--- src/rtl/phenc_pkg.sv ---
package phenc_pkg;
  // Strobes from control to datapath
  typedef struct packed {
    logic clearAll;
    logic fireEn;
  } strobe_t;
endpackage

--- src/rtl/phenc_pair_rule.sv ---
// Local rule for one ordered pair (self, peer): self may go with respect to peer
module phenc_pair_rule (
  input  logic selfFirst,
  input  logic peerFirst,
  input  logic peerFired,
  output logic permit
);
  always_comb permit = selfFirst | (peerFirst & peerFired);
endmodule

--- src/rtl/phenc_datapath.sv ---
module phenc_datapath
  import phenc_pkg::*;
#(
  parameter int N = 4
) (
  input  logic           clk,
  input  logic           rstN,
  input  logic [N*N-1:0] entryValid,
  input  logic [N*N-1:0] entryVal,
  input  strobe_t        strobe,
  output logic [N-1:0]   fired
);
  localparam int NN = N * N;

  logic [NN-1:0] effective;
  logic [N-1:0]  permit [N];
  logic [N-1:0]  eligible;

  always_comb effective = entryValid & entryVal;

  for (genvar i = 0; i < N; i++) begin : g_row
    for (genvar j = 0; j < N; j++) begin : g_col
      if (i == j) begin : g_diag
        assign permit[i][j] = 1'b1;
      end else begin : g_pair
        phenc_pair_rule rule_i (
          .selfFirst(effective[i*N+j]),
          .peerFirst(effective[j*N+i]),
          .peerFired(fired[j]),
          .permit   (permit[i][j])
        );
      end
    end
    assign eligible[i] = (&permit[i]) & ~fired[i];
  end

  always_ff @(posedge clk) begin
    if (!rstN)                fired <= '0;
    else if (strobe.clearAll) fired <= '0;
    else if (strobe.fireEn)   fired <= fired | eligible;
  end
endmodule

--- src/rtl/phenc_control.sv ---
module phenc_control
  import phenc_pkg::*;
#(
  parameter int N = 4
) (
  input  logic         clear,
  input  logic [N-1:0] fired,
  output strobe_t      strobe,
  output logic         done
);
  always_comb begin
    done            = &fired;
    strobe.clearAll = clear;
    strobe.fireEn   = !clear && !done;
  end
endmodule

--- src/rtl/phase_order_encoder.sv ---
module phase_order_encoder
  import phenc_pkg::*;
#(
  parameter int N = 4
) (
  input  logic           clk,
  input  logic           rstN,
  input  logic [N*N-1:0] entryValid,
  input  logic [N*N-1:0] entryVal,
  input  logic           clear,
  output logic [N-1:0]   wires,
  output logic           done
);
  strobe_t      strobe;
  logic [N-1:0] fired;

  phenc_control #(.N(N)) ctrl_i (
    .clear (clear),
    .fired (fired),
    .strobe(strobe),
    .done  (done)
  );

  phenc_datapath #(.N(N)) dp_i (
    .clk       (clk),
    .rstN      (rstN),
    .entryValid(entryValid),
    .entryVal  (entryVal),
    .strobe    (strobe),
    .fired     (fired)
  );

  assign wires = fired;
endmodule

--- config.mk ---
export PLATFORM = sky130hd
export DESIGN_NAME = phase_order_encoder
export DESIGN_NICKNAME = d
export VERILOG_FILES = /design/src/rtl/phenc_pkg.sv /design/src/rtl/phenc_pair_rule.sv /design/src/rtl/phenc_datapath.sv /design/src/rtl/phenc_control.sv /design/src/rtl/phase_order_encoder.sv
export SDC_FILE = /design/constraint.sdc
export NUM_CORES = 1
export LEC_CHECK = 0
export BUFFER_PORTS_ARGS = -buffer_cell sky130_fd_sc_hd__buf_4
export CAP_MARGIN = 20
export CELL_PAD_IN_SITES_DETAIL_PLACEMENT = 2
export CELL_PAD_IN_SITES_GLOBAL_PLACEMENT = 2
export CORE_ASPECT_RATIO = 0.8
export CORE_MARGIN = 4
export CORE_UTILIZATION = 16
export CTS_BUF_LIST = sky130_fd_sc_hd__clkbuf_2 sky130_fd_sc_hd__clkbuf_4 sky130_fd_sc_hd__clkbuf_8
export CTS_CLUSTER_DIAMETER = 80
export DETAILED_ROUTE_END_ITERATION = 10
export PLACE_DENSITY = 0.89
export SYNTH_ARGS = -nofsm -noshare
export SYNTH_HDL_FRONTEND = slang
export SYNTH_SLANG_ARGS = --single-unit
--- constraint.sdc ---
create_clock -name clk -period 2.89 [get_ports clk]
set_input_delay 0.1445 -clock clk [delete_from_list [all_inputs] [get_ports clk]]
set_output_delay 0.1445 -clock clk [all_outputs]
set_load 0.01 [all_outputs]
Word-level counts from Yosys, hierarchy flattened
Cells that the tools add are included.
W data, S select, Z words.
{ "classes": {"bitwise": 35, "reduce_logical": 9} }
{ "ops": {"columns": ["cell", "count"], "rows": [
  ["$and A1 B1 Y1", 16],
  ["$and A15 B15 Y15", 1],
  ["$or A1 B1 Y1", 12],
  ["$reduce_and A3 Y1", 4],
  ["$not A1 Y1", 5],
  ["$or A4 B4 Y4", 1],
  ["$reduce_and A4 Y1", 1],
  ["$logic_not A1 Y1", 2],
  ["$reduce_or A2 Y1", 1],
  ["$logic_and A1 B1 Y1", 1]
]} }
{ "totals": {"wordCells": 45, "in_bits": 35, "reg_bits": 4, "output_inout_bits": 5} }

Logic depth before layout (Yosys ltp)
Gate-level depths: netlist (run 1).
{ "logic_depth": {"word_depth": 6, "ltp_mapped": 3} }

Modules after synthesis
A second synthesis (run 1) with hierarchy kept.
{ "unflattened": {"hier_cells": 40, "area_unflattened_um2": 334.1} }
{ "by_module_without_submodules": {"columns": ["module", "n_inst", "area_per_inst_um2", "cells_per_inst"], "rows": [
  ["phenc_datapath", 1, 219.0, 25],
  ["phenc_pair_rule", 12, 7.5, 1],
  ["phenc_control", 1, 25.0, 3]
]} }

Worst setup path after synthesis (run 1)
No wires, ideal clock.
{ "synth_path": {"path_kind": "register -> register", "from": "reg dp_i.fired[2]", "to": "reg dp_i.fired[0]", "t_arrival_ps": 989, "setup_slack_ps": 1805, "setup_ps": 96, "path_stages_with_launch": 4, "path_buffers": 0, "cell_sequence": "dfxtp_1 -> and4_4 -> nand2b_4 -> o41ai_2"} }
{ "synth_between": {"word_cells_on_any_way": 8, "classes_between": "4 x bitwise; 4 x reduce/logical"} }
{ "synth_lines": {"columns": ["item", "line", "text"], "rows": [
  ["start: declaration", "phenc_datapath.sv:11", "output logic [N-1:0] fired"],
  ["start signal: assignment", "phenc_datapath.sv:40", "else if (strobe.fireEn) fired <= fired | eligible;"],
  ["$reduce_and A4 Y1", "phenc_control.sv:12", "done = &fired;"],
  ["net done", "phase_order_encoder.sv:12", "output logic done"],
  ["$logic_not A1 Y1", "phenc_control.sv:14", "strobe.fireEn = !clear && !done;"],
  ["$logic_and A1 B1 Y1", "phenc_control.sv:14", null]
]} }
The timed path passes the listed nets, and every way through them passes these cells.
A chain may end at the register's enable or synchronous reset.

Final worst setup path (run 1)
{ "layout_path": {"from": "reg dp_i.fired[1]", "to": "out done"} }
{ "layout_between": {"elab_chain_cells": 1} }
{ "layout_rtl": {"columns": ["item", "line"], "rows": [
  ["$reduce_and A4 Y1", "phenc_control.sv:12"],
  ["end: declaration", "phase_order_encoder.sv:12"]
]} }
No other way between the ends.

==> results of run 1 <==
[metrics by stage]
stage               instance area [µm²]  power (µW)  hold WS [ps]  cells  utilization [%]
finish                              584         176           245     85             30.6
global route                        584         189           267     85             30.6
CTS                                 584         179           248     85             30.6
detailed placement                  562         102           503     82             29.4
global placement                    562         100           491     82             29.4
floorplan                           329        67.9           384     31                -
[how the worst max path moves through the flow]
stage                                     from                          to  depth (start not counted)
global placement    dp_i.fired[2]$_SDFFE_PP0P_  dp_i.fired[0]$_SDFFE_PP0P_                          3
floorplan           dp_i.fired[2]$_SDFFE_PP0P_  dp_i.fired[0]$_SDFFE_PP0P_                          3
detailed placement  dp_i.fired[1]$_SDFFE_PP0P_  dp_i.fired[1]$_SDFFE_PP0P_                          3
finish              dp_i.fired[1]$_SDFFE_PP0P_                        done                          2
CTS                 dp_i.fired[1]$_SDFFE_PP0P_                        done                          2
global route        dp_i.fired[1]$_SDFFE_PP0P_  dp_i.fired[3]$_SDFFE_PP0P_                          3
[metal layers]
layer | part of all wire, % | vias to the layer above
met5 | 0 | -
met4 | 0 | 0
met3 | 10 | 0
met2 | 52 | 17
met1 | 38 | 196
li1 | - | 201
[report_power, final]
group | internal [µW] | switching [µW] | total (µW)
registers | 55.7 | 0.503 | 56.2
logic | 27.5 | 17.4 | 44.8
clock network | 46.8 | 28.2 | 75.1
[synthesized netlist by cell type]
cell / n / area share [%]
o41ai_2: 4 / 20
and4_4: 1 / 3.4
dfxtp_1: 4 / 24
nand2_1: 4 / 4.6
and2b_2: 1 / 2.7
buf_4: 4 / 9.1
a32oi_1: 12 / 32
nand2b_4: 1 / 4.2
[final cells by class]
| class | count | area share (%) |
|---|---|---|
| clock buffer | 3 | 3.85 |
| multi-input combinational | 23 | 37.5 |
| sequential | 4 | 13.7 |
| tap | 24 | 5.14 |
| timing repair buffer | 31 | 39.8 |
[logic make-up after synthesis]
family	after synthesis	share of synthesized area [%]
buffers and inverters	4	9.13
AO/OA/AOI/OAI	16	51.7
AND/OR/NAND/NOR	7	14.8
flip-flops	4	24.3
[critical path: cells and delay by family (launching register included)]
family	cells	cell delay (ps)
simple gates	1	270
buf+inv	1	120
flops	1	450
[cells in the final DEF (no fill, tap or decap)]
master    count
buf_4        31
a32oi_1      12
nand2_1       4
o41ai_2       4
dfxtp_1       4
clkbuf_4      3
and4_4        1
and2b_2       1
nand2b_4      1
==> results.md, run 1 <==
- Crit path largest cell delay: about 450 ps
- Status: finished clean
- Leak: 0.000257 µW
- Cell Pwr Density: 301 nW/µm²
- Fillers: 233
- First-pass GRT wire length: 2160 µm
- WS Path Type: flop to output pin
- DRC Markers: 0
- GR Util met1: between 10% and 20%
- CTS resizes: 0
- Core area: 1910 µm²
- Hold path start: entryVal[8]
- Die X-Extent: just under 60 µm
- Tmin final: 1230 ps
- FF-to-FF path depth: 3
- Final slew viol count: 0
- CP Max Fanout: 6
- Crit path required time: 2750 ps
- R2r endpoint: dp_i.fired[1]$_SDFFE_PP0P_
- # IOs: 40
- Met3 Track Usage GR: between 7 and 8%
- CTS Sinks: 4
- Setup Skew: 5.37 ps
- Nets@finish: 98
- Register area share after synthesis: 24.3%
- Area of the die: 2850 µm²
- Critical path's slowest cell: dfxtp_1
- Total routed wirelength: 1420 µm
- Number of global-route vias before repair: 456
- Clk_lat worst skew: 240 ps
- Biggest register: dp_i.fired
- Mean Syn Cell Area: approximately 11 µm²
- Hold Buf Count CTS: 0
- Max_cap viols: 0
- Syn nets: 66
- CP endpoint kind: output pin
- Vias: 414
- Gr usage total: between 10% and 20%
- Hold Path Class: primary input to flop
- Max Fclk: between 800 and 900 MHz
- TritonCTS clock tree: yes
- Layout overhead on the synthesized area: 77.6%
- Initial drt markers: 6
- Htree depth: 1
- Antenna violations before repair: 0
- Postcts setup bufs: 0
- CTS Buffer Depth: 2
- Via density per instance: a little under 5
- Buffers on Ports: 31
- PnR worst setup slack: between 1500 and 2000 ps
- Period utilisation layout: 42.4%
- Pre-CTS setup slack: approximately 1700 ps
- Mapped cell area: approximately 330 µm²
- 1st-pass router iterations: 3
- Hold path depth: 3
- Remaining antenna violation count: 0
- Worst-Margin Slew: 258 ps
- WP data arrival: 1080 ps
- RSZ-0062 raised after global routing: false
- Clk slew on worst S/H paths: 40 ps
- Register area: 80.1 µm²
- # diodes: 0
- Yosys warns: 0
- Share of layout cells above drive strength 1: 67.2%
- Largest net degree at the start of global routing: 7
- Flop2flop setup slack: 1700 ps
- TritonCTS Buffers: 3
- Worst Setup Start Kind: flop
- Synth Register Bits: 4
- Total congestion overflow: 0
- WL per Instance: between 15 and 20 µm
- Max reg flops: 4
- Final hold vios: 0
- Critical-path cell list: and4_4, buf_4
- Grt peak-use layer: met2
- Max_slew headroom: 82.8%
- VDD IR max: roughly 0.096 mV
- Root buf cell: clkbuf_4
- Met2 usage: between 10% and 20%
- Reg2reg start: dp_i.fired[1]$_SDFFE_PP0P_
- FP Rows: 14
- Final TNS setup: 0 ps
- Multi-input gate area: about 220 µm²
- Initial Utilization: 17.2%
- RePlAce Congestion: 0.676
- Setup violators final: 0
- Yosys cell types: 8
- Hold endpoint: dp_i.fired[2]$_SDFFE_PP0P_
- Top Registers: dp_i.fired (4)
- Post-Syn Instances: 31
- Die H: 48.6 µm
No activity file was read; power rests on OpenSTA's default activity.
==> run 2: changes to the inputs <==
- ABC_AREA: unset -> 1
- CORE_UTILIZATION: 16 -> 13
- PLACE_DENSITY: 0.89 -> 0.84
- clock period: 2.89 -> 1.1 ns (I/O delays scaled with it)
==> results.md, run 2 <==
- Yosys warns: 0
- Worst-Margin Slew: 168 ps
- Nets@finish: 148
- Layout overhead on the synthesized area: 83.0%
- Final slew viol count: 0
- Setup Skew: 1.07 ps
- Setup violators final: 0
- FP Rows: 17
- Final TNS setup: 0 ps
- Remaining antenna violation count: 0
- Hold Path Class: primary input to flop
- # diodes: 0
- Die H: 57.5 µm
- WP data arrival: approximately 970 ps
- CP Max Fanout: 6
- Period utilisation layout: 93.4%
- Buffers on Ports: 31
- Via density per instance: 4.05
- Root buf cell: clkbuf_8
- 1st-pass router iterations: 4
- Max reg flops: 4
- # IOs: 40
- Initial Utilization: 14.0%
- Clk network pwr share: 52.5%
- PnR Total Power: 578 µW
- WL per Instance: roughly 12 µm
- Total congestion overflow: 0
- Post-synth top area share: 33.0%
- CTS Buffer Depth: 2
- Yosys top cell by area: nand2_1
- Util after Layout: 25.5%
- TritonCTS Buffers: 3
- RePlAce Congestion: approximately 0.70
- Switching fraction of total power: 21.3%
- Core area: 2850 µm²
- Tmin final: 1030 ps
- Mean Syn Cell Area: 5.10 µm²
- CTS Sinks: 4
- First-pass GRT wire length: 3020 µm
- Max_cap viols: 0
- Mapped cell area: 398 µm²
- Worst Setup Start Kind: flop
- DRC Markers: 0
- Register area share after synthesis: 20.1%
- Biggest register: dp_i.fired
- Htree depth: 1
- Number of global-route vias before repair: roughly 680
- Total routed wirelength: 1750 µm
- PnR worst setup slack: 72.5 ps
- Area of the die: around 4000 µm²
- Yosys cell types: 8
- Share of layout cells above drive strength 1: 38.7%
- Cell Int Power: around 460 µW
- Syn nets: 113
- Max Fclk: around 970 MHz
- Synth Flop Type: dfxtp_1
- Top Registers: dp_i.fired (4)
- VDD IR max: 0.283 mV
- Clk slew on worst S/H paths: 30 ps
- Most common cell in the netlist: nand2_1
- Status: finished clean
- CP endpoint kind: output pin
- Main area contributors after synthesis: nand2_1 33%, dfxtp_1 20%, nand3_1 15%, inv_1 12%, buf_4 7.5%
- NetSw: approximately 120 µW
- Synth async-reset ratio: 0%
- Combinational group share of total power: 22.1%
- Die X-Extent: 69.9 µm
- Gr usage total: a little under a tenth
- Vias: 604
- Antenna violations before repair: 0
- Largest net degree at the start of global routing: 7
- Leak: 0.000399 µW
- Pre-CTS setup slack: -31.8 ps
- Most frequent cells in the layout: 34 x nand2_1, 34 x buf_4, 13 x inv_1
- TritonCTS clock tree: yes
- Final hold vios: 0
- Crit path required time: ~1000 ps
- Power share of the sequential group: 25.4%
- Top post-synthesis cells by count: 35 x nand2_1, 13 x inv_1, 12 x nand3_1, 5 x nor2_1
- Post-synth EDFFs: 0
- WS Path Type: flop to output pin
- Synth Register Bits: 4
- Max_slew headroom: between 80% and 90%
- Cell Pwr Density: 794 nW/µm²
- Initial drt markers: 7
- Post-Syn Instances: 78
- WHS: 194 ps
- Clk_lat worst skew: 210 ps
- DP HPWL: 1570 µm
run 2: changes by cell type after synthesis, sizes merged, moves of 5 or more:
cell   previous run  this run
nor2              0         5
inv               0        13
nand2             4        35
a32oi            12         0
nand3             0        12
run 2: final timing paths:
kind,from,to,slack (ps),cells past startpoint
setup / recovery,dp_i.fired[0]$_SDFFE_PP0P_,done,70,3
hold / removal,rstN,dp_i.fired[2]$_SDFFE_PP0P_,190,3
setup reg to reg,dp_i.fired[0]$_SDFFE_PP0P_,dp_i.fired[0]$_SDFFE_PP0P_,130,5
hold reg to reg,dp_i.fired[0]$_SDFFE_PP0P_,dp_i.fired[0]$_SDFFE_PP0P_,510,2
run 2: logic make-up after synthesis:
family / Yosys count / synth area share, %
flip-flops: 4 / 20.1
AO/OA/AOI/OAI: 5 / 7.23
AND/OR/NAND/NOR: 52 / 52.8
buffers and inverters: 17 / 19.8
run 2: critical path: stages, from the launching register on:
cell and delay [ps]:
dfxtp_2 380, nand2_2 100, nor2_2 140, buf_4 130
run 2: power by group through the flow:
| stage | Sequential (µW) | Combinational [µW] | Clock [µW] |
|---|---|---|---|
| final | 147 | 128 | 304 |
| after global routing | 147 | 145 | 327 |
| after CTS | 147 | 129 | 315 |
| after detailed placement | 149 | 129 | 0 |
| after global placement | 149 | 120 | 0 |
| after floorplan | 149 | 34.0 | 0 |
run 2: repair_timing:
| item | 4_1_cts | 5_1_grt |
|---|---|---|
| resized for setup | 2 | 4 |
| endpoints found under the setup margin | 5 | 5 |
| hold buffers | 0 | 0 |
| buffers inserted | 0 | 0 |
run 2: area by class of cell:
type                            count  area, µm²
Inverter                           13       48.8
Clock buffer                        3       41.3
Sequential cell                     4       83.8
Timing Repair Buffer               34        255
Fill cell                         365       2120
Multi-Input combinational cell     57        251
Tap cell                           38       47.5
run 2: through the flow:
step | area (µm²) | std cells
floorplan | 398 | 78
global placement | 671 | 146
detailed placement | 671 | 146
CTS | 714 | 149
global route | 728 | 149
finish | 728 | 149
run 2: metal layers:
metal	GRT usage [%]	share of wire, %
met1	9.71	40
met5	0	0
met4	3.28	0.86
met3	3.52	7.1
met2	17.6	52
==> run 3: changes to the inputs <==
- PLACE_DENSITY: 0.84 -> unset
- PLACE_DENSITY_LB_ADDON: unset -> 0.2
==> results.md, run 3 (same netlist as run 2, synthesis figures left out) <==
- Nets@finish: 150
- Gr usage total: 9.46%
- Leak: 0.000408 µW
- Max reg flops: 4
- Die X-Extent: 69.9 µm
- Setup violators final: 0
- Root buf cell: clkbuf_8
- Status: finished clean
- Clk_lat worst skew: roughly 220 ps
- CTS Buffer Depth: 2
- 1st-pass router iterations: 2
- RSZ-0062 raised after global routing: true
- Remaining antenna violation count: 0
- CP endpoint kind: output pin
- Die H: 57.5 µm
- Initial drt markers: 13
- WS Path Type: flop to output pin
- Crit path required time: 1040 ps
- # diodes: 0
- Number of global-route vias before repair: slightly below 700
- FP Rows: 17
- Tmin final: 1000 ps
- Hold Path Class: primary input to flop
- Layout overhead on the synthesized area: 85.5%
- First-pass GRT wire length: 3000 µm
- Critical path's top delay family: flip-flops
- Share of layout cells above drive strength 1: 37.2%
- WL per Instance: 11.1 µm
- PnR Total Power: 581 µW
- Total routed wirelength: between 1500 and 2000 µm
- Fin area: 738 µm²
- WP buf/inv: 1
- Vias: ~600
- Fillers: about 360
- VDD IR max: 0.245 mV
- RePlAce Congestion: 0.713
- DP HPWL: ~1500 µm
- Final slew viol count: 0
- WP data arrival: 950 ps
- CTS Sinks: 4
- Clk slew on worst S/H paths: 30 ps
- CP Max Fanout: 2
- Max_slew headroom: approximately nine tenths
- Top Registers: dp_i.fired (4)
- Core area: 2850 µm²
- WHS: 178 ps
- Commonest non-fill, non-tap cell in the layout: buf_4
- Setup Skew: 1.01 ps
- Period utilisation layout: 91.2%
- Postcts setup bufs: 0
- Final hold vios: 0
- Antenna violations before repair: 0
- Critical-path cell list: nand2_1, nor2_1, buf_4
- # IOs: 40
- Most frequent cells in the layout: 36 x buf_4, 35 x nand2_1, 13 x inv_1
- Largest net degree at the start of global routing: 6
- Htree depth: 1
- Cell Pwr Density: 788 nW/µm²
- Area of the die: between 4000 and 5000 µm²
- Biggest register: dp_i.fired
- TritonCTS Buffers: 3
- Max Fclk: between 900 and 1000 MHz
- Buffers on Ports: 31
- Via density per instance: around 4
- Worst Setup Start Kind: flop
- Total congestion overflow: 0
- Crit path largest cell delay: between 300 and 400 ps
- TritonCTS clock tree: yes
- Worst-Margin Slew: ~180 ps
- Critical path's slowest cell: dfxtp_1
- DRC Markers: 0
- DP Area: 686 µm²
- Max_cap viols: 0
- Initial Utilization: roughly 14%
-- run 3: layout make-up --
cell class / count / area (µm²) / area share (%)
Inverter: 13 / 48.8 / 6.61
Multi-Input combinational cell: 57 / 249 / 33.7
Tap cell: 38 / 47.5 / 6.44
Clock buffer: 3 / 41.3 / 5.59
Timing Repair Buffer: 36 / 270 / 36.6
Sequential cell: 4 / 81.3 / 11.0
-- run 3: report_power, final --
group | total, µW | internal [µW] | switching [µW]
sequential | 147 | 147 | 0.341
clock | 309 | 233 | 75.5
combinational | 126 | 76.1 | 49.8
-- run 3: path summary, 6_finish.rpt --
path / startpoint / endpoint / slack [ps] / depth (start not counted)
worst max-delay path: dp_i.fired[1]$_SDFFE_PP0P_ / done / 100 / 3
worst min-delay path: rstN / dp_i.fired[2]$_SDFFE_PP0P_ / 180 / 3
worst max register to register: dp_i.fired[0]$_SDFFE_PP0P_ / dp_i.fired[3]$_SDFFE_PP0P_ / 110 / 7
worst min register to register: dp_i.fired[2]$_SDFFE_PP0P_ / dp_i.fired[2]$_SDFFE_PP0P_ / 600 / 3
-- run 3: per-layer routing --
metal | track usage [%] | vias up | share of wire (%)
li1 | - | 304 | -
met1 | 10.6 | 264 | 43
met2 | 16.3 | 20 | 49
met3 | 4.93 | 2 | 7.9
met4 | 1.64 | 0 | 0.24
met5 | 0 | - | 0
-- run 3: what timing repair did --
item,CTS,global route
resized for setup,0,3
hold buffers,0,0
setup endpoints to repair,0,4
-- run 3: worst reg2reg max path, stage by stage (launching register included) --
cell and delay, ps:
dfxtp_1 330, buf_4 140, nand3_1 70, nand2_1 70
inv_1 50, nor2_2 90, nand2_1 50, a21oi_1 120
-- run 3: through the flow --
stage               setup slack (ps)  utilization (%)  TNS, ps  std cells
floorplan                        193                -        0         78
global placement                93.1             24.1        0        148
detailed placement              80.7             24.1        0        148
CTS                             58.6             25.5        0        151
global route                   -14.9             25.9    -36.9        151
finish                          97.0             25.9        0        151
